**src/rtl/tokgen_pkg.sv**
```systemverilog
package tokgen_pkg;

  typedef enum logic [1:0] {
    KIND_OUT   = 2'd0,
    KIND_IN    = 2'd1,
    KIND_SETUP = 2'd2,
    KIND_SOF   = 2'd3
  } tok_kind_e;

  localparam int unsigned SYNC_BITS  = 8;
  localparam int unsigned PID_BITS   = 8;
  localparam int unsigned FIELD_BITS = 11;
  localparam int unsigned CHK_BITS   = 5;

  localparam logic [SYNC_BITS-1:0] SYNC_WORD = 8'h80;

  // Low nibble of the PID for each packet kind.
  function automatic logic [3:0] kind_code(input tok_kind_e k);
    logic [3:0] c;
    case (k)
      KIND_OUT:   c = 4'h1;
      KIND_IN:    c = 4'h9;
      KIND_SETUP: c = 4'hD;
      default:    c = 4'h5;
    endcase
    return c;
  endfunction

endpackage

```
**src/rtl/tokgen_pid_map.sv**
```systemverilog
module tokgen_pid_map
  import tokgen_pkg::*;
#(
  parameter int unsigned PID_W = PID_BITS
) (
  input  tok_kind_e        kind,
  output logic [PID_W-1:0] pid
);
  localparam int unsigned HALF = PID_W / 2;

  logic [HALF-1:0] code;

  always_comb begin
    code = HALF'(kind_code(kind));
    pid  = {~code, code};
  end
endmodule

```
**src/rtl/tokgen_field_mux.sv**
```systemverilog
module tokgen_field_mux
  import tokgen_pkg::*;
#(
  parameter int unsigned ADDR_W  = 7,
  parameter int unsigned ENDP_W  = 4,
  parameter int unsigned FIELD_W = FIELD_BITS
) (
  input  tok_kind_e          kind,
  input  logic [ADDR_W-1:0]  addr,
  input  logic [ENDP_W-1:0]  endp,
  input  logic [FIELD_W-1:0] frame,
  output logic [FIELD_W-1:0] field
);
  // Address occupies the low bits so that it leaves first.
  always_comb begin
    if (kind == KIND_SOF) field = frame;
    else                  field = FIELD_W'({endp, addr});
  end
endmodule

```
**src/rtl/tokgen_crc_ser.sv**
```systemverilog
module tokgen_crc_ser #(
  parameter int unsigned         CRC_W = 5,
  parameter logic [CRC_W-1:0]    POLY  = 5'b00101,
  parameter logic [CRC_W-1:0]    SEED  = 5'b11111
) (
  input  logic clk,
  input  logic rst_n,
  input  logic seed_en,   // preset at packet start
  input  logic calc_en,   // absorb one field bit
  input  logic shift_en,  // move the next check bit to the top
  input  logic din,
  output logic dout       // inverted top bit of the remainder
);
  logic [CRC_W-1:0] rem_q;
  logic [CRC_W-1:0] rem_calc;
  logic             fb;

  assign fb = din ^ rem_q[CRC_W-1];

  // One term per register stage; the polynomial picks the feedback taps.
  assign rem_calc[0] = fb & POLY[0];
  for (genvar i = 1; i < CRC_W; i++) begin : g_stage
    assign rem_calc[i] = rem_q[i-1] ^ (fb & POLY[i]);
  end

  always_ff @(posedge clk or negedge rst_n) begin
    if (!rst_n)         rem_q <= SEED;
    else if (seed_en)   rem_q <= SEED;
    else if (calc_en)   rem_q <= rem_calc;
    else if (shift_en)  rem_q <= {rem_q[CRC_W-2:0], 1'b0};
  end

  assign dout = ~rem_q[CRC_W-1];

  // the control pulses are mutually exclusive
  a_r6_ctrl_exclusive: assert property (@(posedge clk) disable iff (!rst_n)
    $countones({seed_en, calc_en, shift_en}) <= 1);
endmodule

```
**src/rtl/tokgen_seq.sv**
```systemverilog
module tokgen_seq #(
  parameter int unsigned SYNC_W  = 8,
  parameter int unsigned PID_W   = 8,
  parameter int unsigned FIELD_W = 11,
  parameter int unsigned CRC_W   = 5,
  localparam int unsigned LOAD_W = SYNC_W + PID_W + FIELD_W,
  localparam int unsigned TOTAL  = LOAD_W + CRC_W,
  localparam int unsigned CNT_W  = $clog2(TOTAL)
) (
  input  logic              clk,
  input  logic              rst_n,
  input  logic              start,
  input  logic [LOAD_W-1:0] load_vec,
  input  logic              out_ready,
  input  logic              chk_bit,
  output logic              busy,
  output logic              out_valid,
  output logic              out_data,
  output logic              out_last,
  output logic              chk_seed,
  output logic              chk_calc,
  output logic              chk_shift,
  output logic              field_bit
);
  localparam logic [CNT_W-1:0] FIELD_AT = CNT_W'(SYNC_W + PID_W);
  localparam logic [CNT_W-1:0] CHK_AT   = CNT_W'(LOAD_W);
  localparam logic [CNT_W-1:0] LAST_AT  = CNT_W'(TOTAL - 1);

  logic              busy_q;
  logic [CNT_W-1:0]  cnt_q;
  logic [LOAD_W-1:0] sh_q;
  logic              fire;
  logic              in_field;
  logic              in_chk;

  assign fire     = busy_q & out_ready;
  assign in_field = (cnt_q >= FIELD_AT) && (cnt_q < CHK_AT);
  assign in_chk   = (cnt_q >= CHK_AT);

  always_ff @(posedge clk or negedge rst_n) begin
    if (!rst_n) begin
      busy_q <= 1'b0;
      cnt_q  <= '0;
      sh_q   <= '0;
    end else if (start) begin
      busy_q <= 1'b1;
      cnt_q  <= '0;
      sh_q   <= load_vec;
    end else if (fire) begin
      sh_q <= {1'b0, sh_q[LOAD_W-1:1]};
      if (cnt_q == LAST_AT) begin
        busy_q <= 1'b0;
        cnt_q  <= '0;
      end else begin
        cnt_q <= cnt_q + 1'b1;
      end
    end
  end

  assign busy      = busy_q;
  assign out_valid = busy_q;
  assign out_data  = in_chk ? chk_bit : sh_q[0];
  assign out_last  = busy_q && (cnt_q == LAST_AT);
  assign field_bit = sh_q[0];
  assign chk_seed  = start;
  assign chk_calc  = fire & in_field;
  assign chk_shift = fire & in_chk;

  // a refused bit stays on offer unchanged
  a_r7_hold_on_stall: assert property (@(posedge clk) disable iff (!rst_n)
    out_valid && !out_ready |=> out_valid && $stable(out_data) && $stable(out_last));

  // accepting the final bit returns the generator to idle
  a_r8_idle_after_last: assert property (@(posedge clk) disable iff (!rst_n)
    out_valid && out_ready && out_last |=> !out_valid && !busy);

  // bit 0 is on offer the cycle after a start
  a_r9_first_bit: assert property (@(posedge clk) disable iff (!rst_n)
    start |=> out_valid && (cnt_q == '0));

  // the sync bits before the final one are zero
  a_r2_sync_zeros: assert property (@(posedge clk) disable iff (!rst_n)
    out_valid && (cnt_q < CNT_W'(SYNC_W - 1)) |-> !out_data);

  // no start is issued while a packet is in flight
  a_r1_no_restart: assert property (@(posedge clk) disable iff (!rst_n)
    busy_q |-> !start);
endmodule

```
**src/rtl/tok_pkt_gen.sv**
```systemverilog
module tok_pkt_gen
  import tokgen_pkg::*;
#(
  parameter int unsigned ADDR_W  = 7,
  parameter int unsigned ENDP_W  = 4,
  parameter int unsigned FRAME_W = FIELD_BITS
) (
  input  logic               clk,
  input  logic               rst_n,
  input  logic               req_valid,
  output logic               req_ready,
  input  logic [1:0]         req_kind,
  input  logic [ADDR_W-1:0]  req_addr,
  input  logic [ENDP_W-1:0]  req_endp,
  input  logic [FRAME_W-1:0] req_frame,
  output logic               bit_valid,
  output logic               bit_data,
  output logic               bit_last,
  input  logic               bit_ready
);
  localparam int unsigned LOAD_W = SYNC_BITS + PID_BITS + FRAME_W;

  tok_kind_e          kind;
  logic [PID_BITS-1:0] pid;
  logic [FRAME_W-1:0] field;
  logic [LOAD_W-1:0]  load_vec;
  logic               busy;
  logic               start;
  logic               chk_seed, chk_calc, chk_shift, chk_bit, field_bit;

  assign kind      = tok_kind_e'(req_kind);
  assign req_ready = ~busy;
  assign start     = req_valid & ~busy;
  assign load_vec  = {field, pid, SYNC_WORD};

  tokgen_pid_map #(.PID_W(PID_BITS)) u_pid (
    .kind (kind),
    .pid  (pid)
  );

  tokgen_field_mux #(.ADDR_W(ADDR_W), .ENDP_W(ENDP_W), .FIELD_W(FRAME_W)) u_field (
    .kind  (kind),
    .addr  (req_addr),
    .endp  (req_endp),
    .frame (req_frame),
    .field (field)
  );

  tokgen_seq #(
    .SYNC_W (SYNC_BITS),
    .PID_W  (PID_BITS),
    .FIELD_W(FRAME_W),
    .CRC_W  (CHK_BITS)
  ) u_seq (
    .clk       (clk),
    .rst_n     (rst_n),
    .start     (start),
    .load_vec  (load_vec),
    .out_ready (bit_ready),
    .chk_bit   (chk_bit),
    .busy      (busy),
    .out_valid (bit_valid),
    .out_data  (bit_data),
    .out_last  (bit_last),
    .chk_seed  (chk_seed),
    .chk_calc  (chk_calc),
    .chk_shift (chk_shift),
    .field_bit (field_bit)
  );

  tokgen_crc_ser #(.CRC_W(CHK_BITS)) u_crc (
    .clk      (clk),
    .rst_n    (rst_n),
    .seed_en  (chk_seed),
    .calc_en  (chk_calc),
    .shift_en (chk_shift),
    .din      (field_bit),
    .dout     (chk_bit)
  );

  // an accepted request is followed by a busy generator
  a_r1_accept_busy: assert property (@(posedge clk) disable iff (!rst_n)
    req_valid && req_ready |=> !req_ready && bit_valid);
endmodule

```
**config.mk**
```make
export PLATFORM = sky130hd
export DESIGN_NAME = tok_pkt_gen
export DESIGN_NICKNAME = d
export VERILOG_FILES = /design/src/rtl/tokgen_pkg.sv /design/src/rtl/tokgen_pid_map.sv /design/src/rtl/tokgen_field_mux.sv /design/src/rtl/tokgen_crc_ser.sv /design/src/rtl/tokgen_seq.sv /design/src/rtl/tok_pkt_gen.sv
export SDC_FILE = /design/constraint.sdc
export NUM_CORES = 1
export LEC_CHECK = 0
export BUFFER_PORTS_ARGS = -buffer_cell sky130_fd_sc_hd__buf_2
export CORE_MARGIN = 2
export CORE_UTILIZATION = 50
export DETAILED_ROUTE_END_ITERATION = 10
export PLACE_DENSITY_LB_ADDON = 0.05
export SLEW_MARGIN = 30
export SYNTH_ARGS = -nofsm -noshare
export SYNTH_HDL_FRONTEND = slang
export SYNTH_SLANG_ARGS = --single-unit
```
**constraint.sdc**
```tcl
create_clock -name clk -period 1.45 [get_ports clk]
set_input_delay 0.435 -clock clk [delete_from_list [all_inputs] [get_ports clk]]
set_output_delay 0.435 -clock clk [all_outputs]
set_load 0.02 [all_outputs]
```
==> flow_metrics.tcl, run 1 <==
set metrics [dict create \
    use_met3_pct 5.308 \
    antenna_found_initial 0 \
    final_core_util_pct 69.90 \
    powerDensity_nw_per_um2 1151 \
    synth_seq_area_share_pct 51.03 \
    vias_per_cell 5.676 \
    setup_slack_ns -0.4548 \
    hold_violations 0 \
    stdcell_count 296 \
    wl_um 4558 \
    avgSynthCellArea_um2 9.668 \
    gp_congestion 0.8699 \
    cts_buffers 5 \
    htreeDepth 2 \
    layout_commonest_cell "nand2_1" \
    crit_type "flop to output pin" \
    gr-usage-met1_pct 27.85 \
    drt_iter0_drc 83 \
    worst_setup_path_start_kind "flop" \
    ys_ff_latch 38 \
    crit_path_max_fanout 3 \
    worst_slew_pin_slew_ns 0.4033 \
    setup_viol 5 \
    routedWlPerCell_um 15.40 \
    crit_arrival_ns 1.47 \
    clockRootBuffer "clkbuf_8" \
    grt_setup_unrepaired "yes" \
    ant_nets 0 \
    grt_max_degree 30 \
    max_slew_margin_pct 73.11 \
    dieArea_um2 4257 \
    layout.cells.most_common_list "45 x nand2_1, 30 x dfrtp_1, 27 x buf_2, 19 x buf_4, 12 x a31oi_1" \
    port_buffers 31 \
    vias 1680 \
    clk_latency_ns 0.30 \
    core-area_um2 3633 \
    synth_area_um2 1876 \
    ys_types 34 \
    hpwl_um 3002 \
    clk_pin_slew_ns 0.07 \
    syn_inst 194 \
    firstDrtPassIters 4 \
    drcViolationCount 0 \
    die_h_um 65.25 \
    status "complete, but fails checks" \
    hold_path_class "input pin to asynchronous set/reset pin" \
    syn_nets 227 \
    skew_ns 0.005674 \
    slew_viol_final 0 \
    start_util_pct 51.62 \
    globalRouteOverflowTotal 0 \
    area_growth_pct 35.42 \
    layout_min_cycle_time_ns 1.905 \
    antenna-diode-count 0 \
    p_total_mw 2.923 \
    crit_path_end_kind "output pin" \
    vdd_ir_drop_max_uv 763.6 \
    clock.fmax_mhz 525.0 \
    num_rows 22 \
    leakage_nw 1.162 \
    clockBufferDepth 2 \
    drive_gt1_share_pct 38.71 \
    dp_cells 283 \
    numClockSinks 38 \
    period_share_pct 131.4 \
    top_usage_layer "met2" \
    worstPathRequired_ns 1.02 \
    num-fill-cells 292 \
    r2r_slack_ns -0.32 \
    io_pins 32 \
    nNetsFinal 280 \
    die_w_um 65.25 \
    grt_first_pass_wirelength_um 7603 \
    grt_use_met2_pct 39.29 \
    grt_pass1_vias 1691 \
    grt_use_total_pct 23.53 \
    cts_tree "yes" \
    pre_cts_slack_ns -0.1981 \
    ys_warn_count 0 \
    drv.max_cap_violation_count 0 \
    violations "negative setup slack" \
]
==> stage by stage <==
step | setup TNS, ns | instance area [um^2] | hold WS, ns
final | -1.724 | 2540 | 0.05961
after detailed placement | -0.7801 | 2293 | 0.3809
after global routing | -2.001 | 2540 | 0.07202
after floorplan | -0.09891 | 1951 | 0.1394
after global placement | -0.5897 | 2293 | 0.3692
after CTS | -1.405 | 2460 | 0.05911
==> logic make-up (layout without fill, tap and decap cells) <==
group           after synthesis  after routing  share of synthesized area [%]
fa+ha+maj                     5              5                          3.336
compound gates               52             52                          19.15
buf+inv                      18             72                          5.003
mux                           4              4                          2.335
flops                        38             38                          51.03
xor+xnor                      1              1                         0.4671
simple gates                 76             76                          18.68
==> what timing repair did <==
action                     4_1_cts  5_1_grt
buffers inserted                 4        2
hold buffers                     0        0
gates resized for setup         12       17
pin swaps                        4        3
setup endpoints to repair        8       20
==> synth_stat cells <==
cell type  instances  area [um^2]
a211oi_1          11        82.58
a21oi_1            6        30.03
a221o_1            1        10.01
a22o_1             9        78.83
a31oi_1           12        75.07
a32o_1             1        10.01
and2_1             2        12.51
and3_1             2        12.51
and3b_1            1        8.760
buf_2              6        30.03
buf_4              3        22.52
buf_6              1        11.26
clkbuf_1           1        3.750
dfrtp_1           33        825.8
dfstp_2            5        131.4
ha_1               5        62.56
inv_1              7        26.28
mux2i_1            3        30.03
mux2i_2            1        13.76
nand2_1           45        168.9
nand2b_1           1        6.260
nand3_1            5        25.02
nand3b_1           1        7.510
nand4b_1           1        8.760
nor2_1             5        18.77
nor2b_1           11        68.82
nor3_1             1        5.000
nor3b_1            1        7.510
o2111ai_1          1        8.760
o21ai_0            8        40.04
o21bai_1           1        7.510
o31ai_1            1        7.510
o32ai_1            1        8.760
xor2_1             1        8.760
==> layout make-up <==
type	count	area (um^2)	share of cell area (%)
repair buffers	57	444.2	17.49
clock buffers	6	82.58	3.251
multi-input cells	138	950.9	37.44
flip-flops and latches	38	960.9	37.83
clock inverters	2	12.51	0.4926
inverters	7	28.78	1.133
well taps	48	60.06	2.365
==> per-layer routing <==
| metal | routed length [um] | vias to the layer above |
|---|---|---|
| li1 | - | 788 |
| met1 | 1925 | 836 |
| met2 | 2287 | 40 |
| met3 | 193 | 16 |
| met4 | 151 | 0 |
| met5 | 0 | - |
==> flip-flops by register name (all words and copies together) (netlist names) <==
name / cells
u_seq.sh_q: 27
u_crc.rem_q: 5
u_seq.busy: 1
u_seq.cnt_q: 5
==> where the power goes <==
group	internal, mW	switching (mW)
Sequential	1.26	0.149
Clock	0.382	0.382
Combinational	0.386	0.364
Total	2.03	0.895
==> worst paths after layout <==
kind / start / end / depth (start not counted)
worst max register to register: u_seq.cnt_q[0] / u_seq.cnt_q[3] / 8
worst min register to register: u_crc.rem_q[2] / u_crc.rem_q[3] / 2
worst max-delay path: u_seq.cnt_q[0] / bit_last / 6
max in group asynchronous: rst_n / u_seq.busy / 2
worst min-delay path: rst_n / u_seq.sh_q[3] / 1
min in group clk: req_endp[3] / u_seq.sh_q[26] / 3
==> critical path, cell delays in order (launching register included) <==
cell and delay, ns:
dfrtp_2 0.45, ha_4 0.19, and3_4 0.16, ha_4 0.17, inv_4 0.06, nor2_4 0.03
buf_6 0.12
Note: power is estimated with default switching activity, not from simulation.
==> run 2: changes to the inputs <==
--- a/config.mk
+++ b/config.mk
@@ -9,7 +9,8 @@
 export CORE_MARGIN = 2
 export CORE_UTILIZATION = 50
 export DETAILED_ROUTE_END_ITERATION = 10
-export PLACE_DENSITY_LB_ADDON = 0.05
+export GPL_TIMING_DRIVEN = 0
+export PLACE_DENSITY = 0.75
 export SLEW_MARGIN = 30
 export SYNTH_ARGS = -nofsm -noshare
 export SYNTH_HDL_FRONTEND = slang
==> flow_metrics.tcl, run 2 (synthesized netlist as in run 1, its figures left out) <==
set metrics [dict create \
    hold_buffers 0 \
    numClockSinks 38 \
    crit_arrival_ns 1.48 \
    core-area_um2 3633 \
    pre_cts_slack_ns -0.2549 \
    die_h_um 65.25 \
    dp_cells 273 \
    slew_viol_final 0 \
    io_pins 32 \
    top_register "u_seq.sh_q" \
    layout.cells.most_common_list "43 x nand2_1, 31 x buf_2, 31 x dfrtp_1, 13 x buf_4, 12 x a31oi_1" \
    final_area_um2 2437 \
    dieArea_um2 4257 \
    clockRootBuffer "clkbuf_8" \
    die_w_um 65.25 \
    area_growth_pct 29.95 \
    clk_latency_ns 0.29 \
    cts_buffers 5 \
    layout_commonest_cell "nand2_1" \
    globalRouteOverflowTotal 0 \
    skew_ns 0.004704 \
    start_util_pct 51.62 \
    grt_first_pass_wirelength_um 6920 \
    wl_um 3941 \
    cts_tree "yes" \
    num_rows 22 \
    violations "negative setup slack" \
    crit_path_max_fanout 3 \
    ant_nets 0 \
    setup_slack_ns -0.4616 \
    port_buffers 31 \
    final_core_util_pct 67.08 \
    crit_path_end_kind "output pin" \
    antenna-diode-count 0 \
    grt_pass1_vias 1562 \
    htreeDepth 2 \
    clock.fmax_mhz 523.1 \
    setup_viol 4 \
    vias_per_cell 5.362 \
    vdd_ir_drop_max_uv 742.8 \
    worst_setup_path_start_kind "flop" \
    leakage_nw 1.106 \
    vias 1571 \
    clk_pin_slew_ns 0.08 \
    largest_reg_flops 27 \
    clockBufferDepth 2 \
    stdcell_count 293 \
    grt_max_degree 39 \
    nNetsFinal 277 \
    antenna_found_initial 0 \
    period_share_pct 131.8 \
    max_slew_margin_pct 44.43 \
    routedWlPerCell_um 13.45 \
    grt_setup_unrepaired "yes" \
    powerDensity_nw_per_um2 1166 \
    top_regs "u_seq.sh_q (27), u_crc.rem_q (5), u_seq.cnt_q (5)" \
    firstDrtPassIters 4 \
    dpl_cell_area_um2 2166 \
    drcViolationCount 0 \
    worstPathRequired_ns 1.02 \
    hold_path_class "input pin to asynchronous set/reset pin" \
    hpwl_um 2718 \
    gp_congestion 0.7674 \
    drive_gt1_share_pct 34.69 \
    grt_use_total_pct 21.35 \
    layout_min_cycle_time_ns 1.912 \
    worst_slew_pin_slew_ns 0.8335 \
    drv.max_cap_violation_count 0 \
    p_total_mw 2.842 \
    crit_type "flop to output pin" \
    status "complete, but fails checks" \
    drt_iter0_drc 99 \
    hold_violations 0 \
]
-- run 2: through the flow --
step | hold WS [ns] | TNS [ns]
floorplan | 0.1394 | -0.09891
global placement | 0.4426 | -2.305
detailed placement | 0.4486 | -2.543
CTS | 0.2692 | -1.086
global route | 0.3139 | -1.269
finish | 0.2333 | -1.063
-- run 2: area by class of cell --
| class | instances | area, um^2 |
|---|---|---|
| Tap cell | 48 | 60.06 |
| Inverter | 7 | 31.28 |
| Sequential cell | 38 | 959.7 |
| Clock buffer | 6 | 82.58 |
| Clock inverter | 2 | 12.51 |
| Buffer | 11 | 83.83 |
| Multi-Input combinational cell | 138 | 918.4 |
| Fill cell | 311 | 1196 |
| Timing Repair Buffer | 43 | 289.0 |
-- run 2: path summary, 6_finish.rpt --
check                           slack [ns]  depth (start not counted)             end           start
worst max-delay path                 -0.46                          6        bit_last  u_seq.cnt_q[0]
worst min-delay path                  0.23                          1  u_seq.cnt_q[2]           rst_n
worst max register to register       -0.08                          6  u_seq.cnt_q[3]  u_seq.cnt_q[0]
worst min register to register        0.46                          2  u_crc.rem_q[3]  u_crc.rem_q[2]
max in group asynchronous             0.63                          1  u_seq.cnt_q[0]           rst_n
min in group clk                      0.43                          3  u_seq.sh_q[26]     req_endp[3]
-- run 2: timing repair --
action                     4_1_cts  5_1_grt
pin swaps                        3        5
resized for setup               13        9
setup endpoints to repair        6       19
buffers inserted                 7        5
-- run 2: routing by layer --
metal | global-route usage (%) | vias to the layer above | part of all wire (%)
met2 | 36.35 | 33 | 49
met5 | 0 | - | 0
met4 | 6.250 | 0 | 1.3
met1 | 27.07 | 751 | 46
met3 | 5.137 | 6 | 3.5
li1 | - | 781 | -
-- run 2: worst max-delay path: stages (launching register included) --
cell	delay (ns)
dfrtp_2	0.45
ha_4	0.19
and3_4	0.15
ha_4	0.17
inv_4	0.07
nor2_4	0.03
buf_6	0.12
-- run 2: power by group --
group	switching (mW)	internal [mW]	leakage (nW)
registers	0.155	1.26	0.499
clock network	0.385	0.382	0.0472
logic	0.297	0.363	0.560
==> run 3: changes to the inputs <==
==> constraint.sdc (replaced) <==
create_clock -name clk -period 1.65 [get_ports clk]
set_input_delay 0.495 -clock clk [delete_from_list [all_inputs] [get_ports clk]]
set_output_delay 0.495 -clock clk [all_outputs]
set_load 0.02 [all_outputs]
==> flow_metrics.tcl, run 3 (synthesized netlist as in run 1, its figures left out) <==
set metrics [dict create \
    status "complete, but fails checks" \
    violations "negative setup slack" \
    io_pins 32 \
    setup_viol 2 \
    hpwl_um 2744 \
    firstDrtPassIters 4 \
    cts_buffers 5 \
    clock.fmax_mhz 507.6 \
    top_register "u_seq.sh_q" \
    path_buf_inv 2 \
    layout.cells.most_common_list "45 x nand2_1, 35 x buf_2, 32 x dfrtp_1, 12 x a31oi_1, 11 x nor2b_1" \
    powerDensity_nw_per_um2 1153 \
    grt_max_degree 39 \
    final_area_um2 2331 \
    clk_latency_ns 0.29 \
    numClockSinks 38 \
    top_regs "u_seq.sh_q (27), u_crc.rem_q (5), u_seq.cnt_q (5)" \
    setup_slack_ns -0.3201 \
    die_w_um 65.25 \
    htreeDepth 2 \
    grt_pass1_vias 1560 \
    slew_viol_final 0 \
    crit_arrival_ns 1.48 \
    switchingPower_uw 717.4 \
    crit_type "flop to output pin" \
    critical-path-top-delay-family "flip-flops" \
    layout_min_cycle_time_ns 1.970 \
    drive_gt1_share_pct 29.11 \
    switching_share_pct 26.69 \
    ant_nets 0 \
    wl_um 3999 \
    antenna_found_initial 0 \
    grt_setup_unrepaired "yes" \
    drcViolationCount 0 \
    skew_ns 0.007219 \
    seqPwrFrac_pct 45.9 \
    antenna-diode-count 0 \
    port_buffers 31 \
    routed.top_layer "met4" \
    max_slew_margin_pct 45.18 \
    cp_slowest_cell "dfrtp_1" \
    drt_iter0_drc 85 \
    p_int_mw 1.971 \
    worstPathRequired_ns 1.15 \
    p_total_mw 2.688 \
    vias_per_cell 5.442 \
    core-area_um2 3633 \
    wl_met3_um 145 \
    vdd_ir_drop_max_uv 698.8 \
    clockPowerShare_pct 35.0 \
    start_util_pct 51.62 \
    holdWs_ns 0.2931 \
    crit_path_end_kind "output pin" \
    cts_tree "yes" \
    worstPathCellList "ha_4 -> and3_4 -> ha_4 -> inv_2 -> nor2_2 -> buf_6" \
    hold_violations 0 \
    crit_path_max_fanout 4 \
    multiInputGateArea_um2 879.6 \
    clockBufferDepth 2 \
    wl_met1_um 1748 \
    max_stage_delay_ns 0.41 \
    grt_use_total_pct 21.25 \
    clockRootBuffer "clkbuf_8" \
    dpl_cell_area_um2 2103 \
    globalRouteOverflowTotal 0 \
    crit_top_cell "ha_4" \
    routedWlPerCell_um 14.03 \
    leakage_nw 1.072 \
    wl_met2_um 2035 \
    seq_area_um2 958.4 \
    vias 1551 \
    layout_commonest_cell "nand2_1" \
    dp_cells 273 \
    grt_first_pass_wirelength_um 6886 \
    num_rows 22 \
    stdcell_count 285 \
    dieArea_um2 4257 \
    worst_slew_pin_slew_ns 0.8223 \
    clk_pin_slew_ns 0.08 \
    worst_setup_path_start_kind "flop" \
    gp_congestion 0.7912 \
    die_h_um 65.25 \
    combPwrFrac_pct 19.1 \
    period_share_pct 119.4 \
    largest_reg_flops 27 \
    num-fill-cells 314 \
    hold_path_class "input pin to asynchronous set/reset pin" \
    nNetsFinal 269 \
    drv.max_cap_violation_count 0 \
    area_growth_pct 24.28 \
]
[run 3: changes by cell type in the layout (fill, tap and decap cells not counted), moves of 2 or more]
cell / previous run / this run
bufinv_16: 0 / 2
buf_4: 13 / 6
nand2_2: 2 / 0
nand2_1: 43 / 45
buf_6: 6 / 4
inv_4: 2 / 0
buf_12: 2 / 0
buf_2: 31 / 35
[run 3: power by group through the flow]
stage | clock, mW | sequential (mW) | combinational, mW
6_report | 0.941 | 1.23 | 0.513
2_1_floorplan | 0 | 1.21 | 0.297
4_1_cts | 0.957 | 1.23 | 0.501
3_5_place_dp | 0 | 1.25 | 0.409
5_1_grt | 1.00 | 1.25 | 0.586
3_3_place_gp | 0 | 1.24 | 0.397
[run 3: repair_timing]
action | 4_1_cts | 5_1_grt
buffers inserted | 3 | 1
setup endpoints to repair | 5 | 3
hold buffers | 0 | 0
pin swaps | 3 | 3
gates resized for setup | 12 | 4
gates cloned | 0 | 0
[run 3: metrics by stage]
| step | utilization (%) | setup WS [ns] | TNS [ns] |
|---|---|---|---|
| detailed placement | 57.89 | -0.2379 | -0.9652 |
| floorplan | - | -0.03575 | -0.03575 |
| global placement | 57.89 | -0.2029 | -0.6765 |
| global route | 64.15 | -0.3741 | -0.7456 |
| CTS | 63.60 | -0.3557 | -0.6879 |
| finish | 64.15 | -0.3201 | -0.6375 |
[run 3: metal layers]
layer / GRT usage [%] / vias up
li1: - / 761
met1: 26.19 / 746
met2: 35.59 / 36
met3: 5.651 / 8
met4: 8.333 / 0
met5: 0 / -
[run 3: final cells by class]
type,count,area share (%)
well taps,48,2.576
plain buffers,11,2.899
clock buffers,5,2.952
clock inverters,3,2.952
repair buffers,35,8.642
inverters,7,1.127
flip-flops and latches,38,41.12
multi-input cells,138,37.73
[run 3: worst register-to-register path, delay by kind of cell, from the launching register on]
kind | cells | cell delay [ns]
AO/OA/AOI/OAI | 2 | 0.22
AND/OR/NAND/NOR | 2 | 0.44
adder cells (fa/ha/maj) | 2 | 0.36
flip-flops | 1 | 0.44
[run 3: path summary, 6_finish.rpt]
path,slack [ns],end,start,cells past startpoint
worst max-delay path,-0.32,bit_last,u_seq.cnt_q[1],6
worst min-delay path,0.29,u_seq.cnt_q[2],rst_n,1
worst max register to register,0.11,u_seq.cnt_q[3],u_seq.cnt_q[0],6
worst min register to register,0.46,u_crc.rem_q[1],u_crc.rem_q[0],2
max in group asynchronous,0.80,u_seq.cnt_q[0],rst_n,1
min in group clk,0.46,u_crc.rem_q[1],u_crc.rem_q[0],2
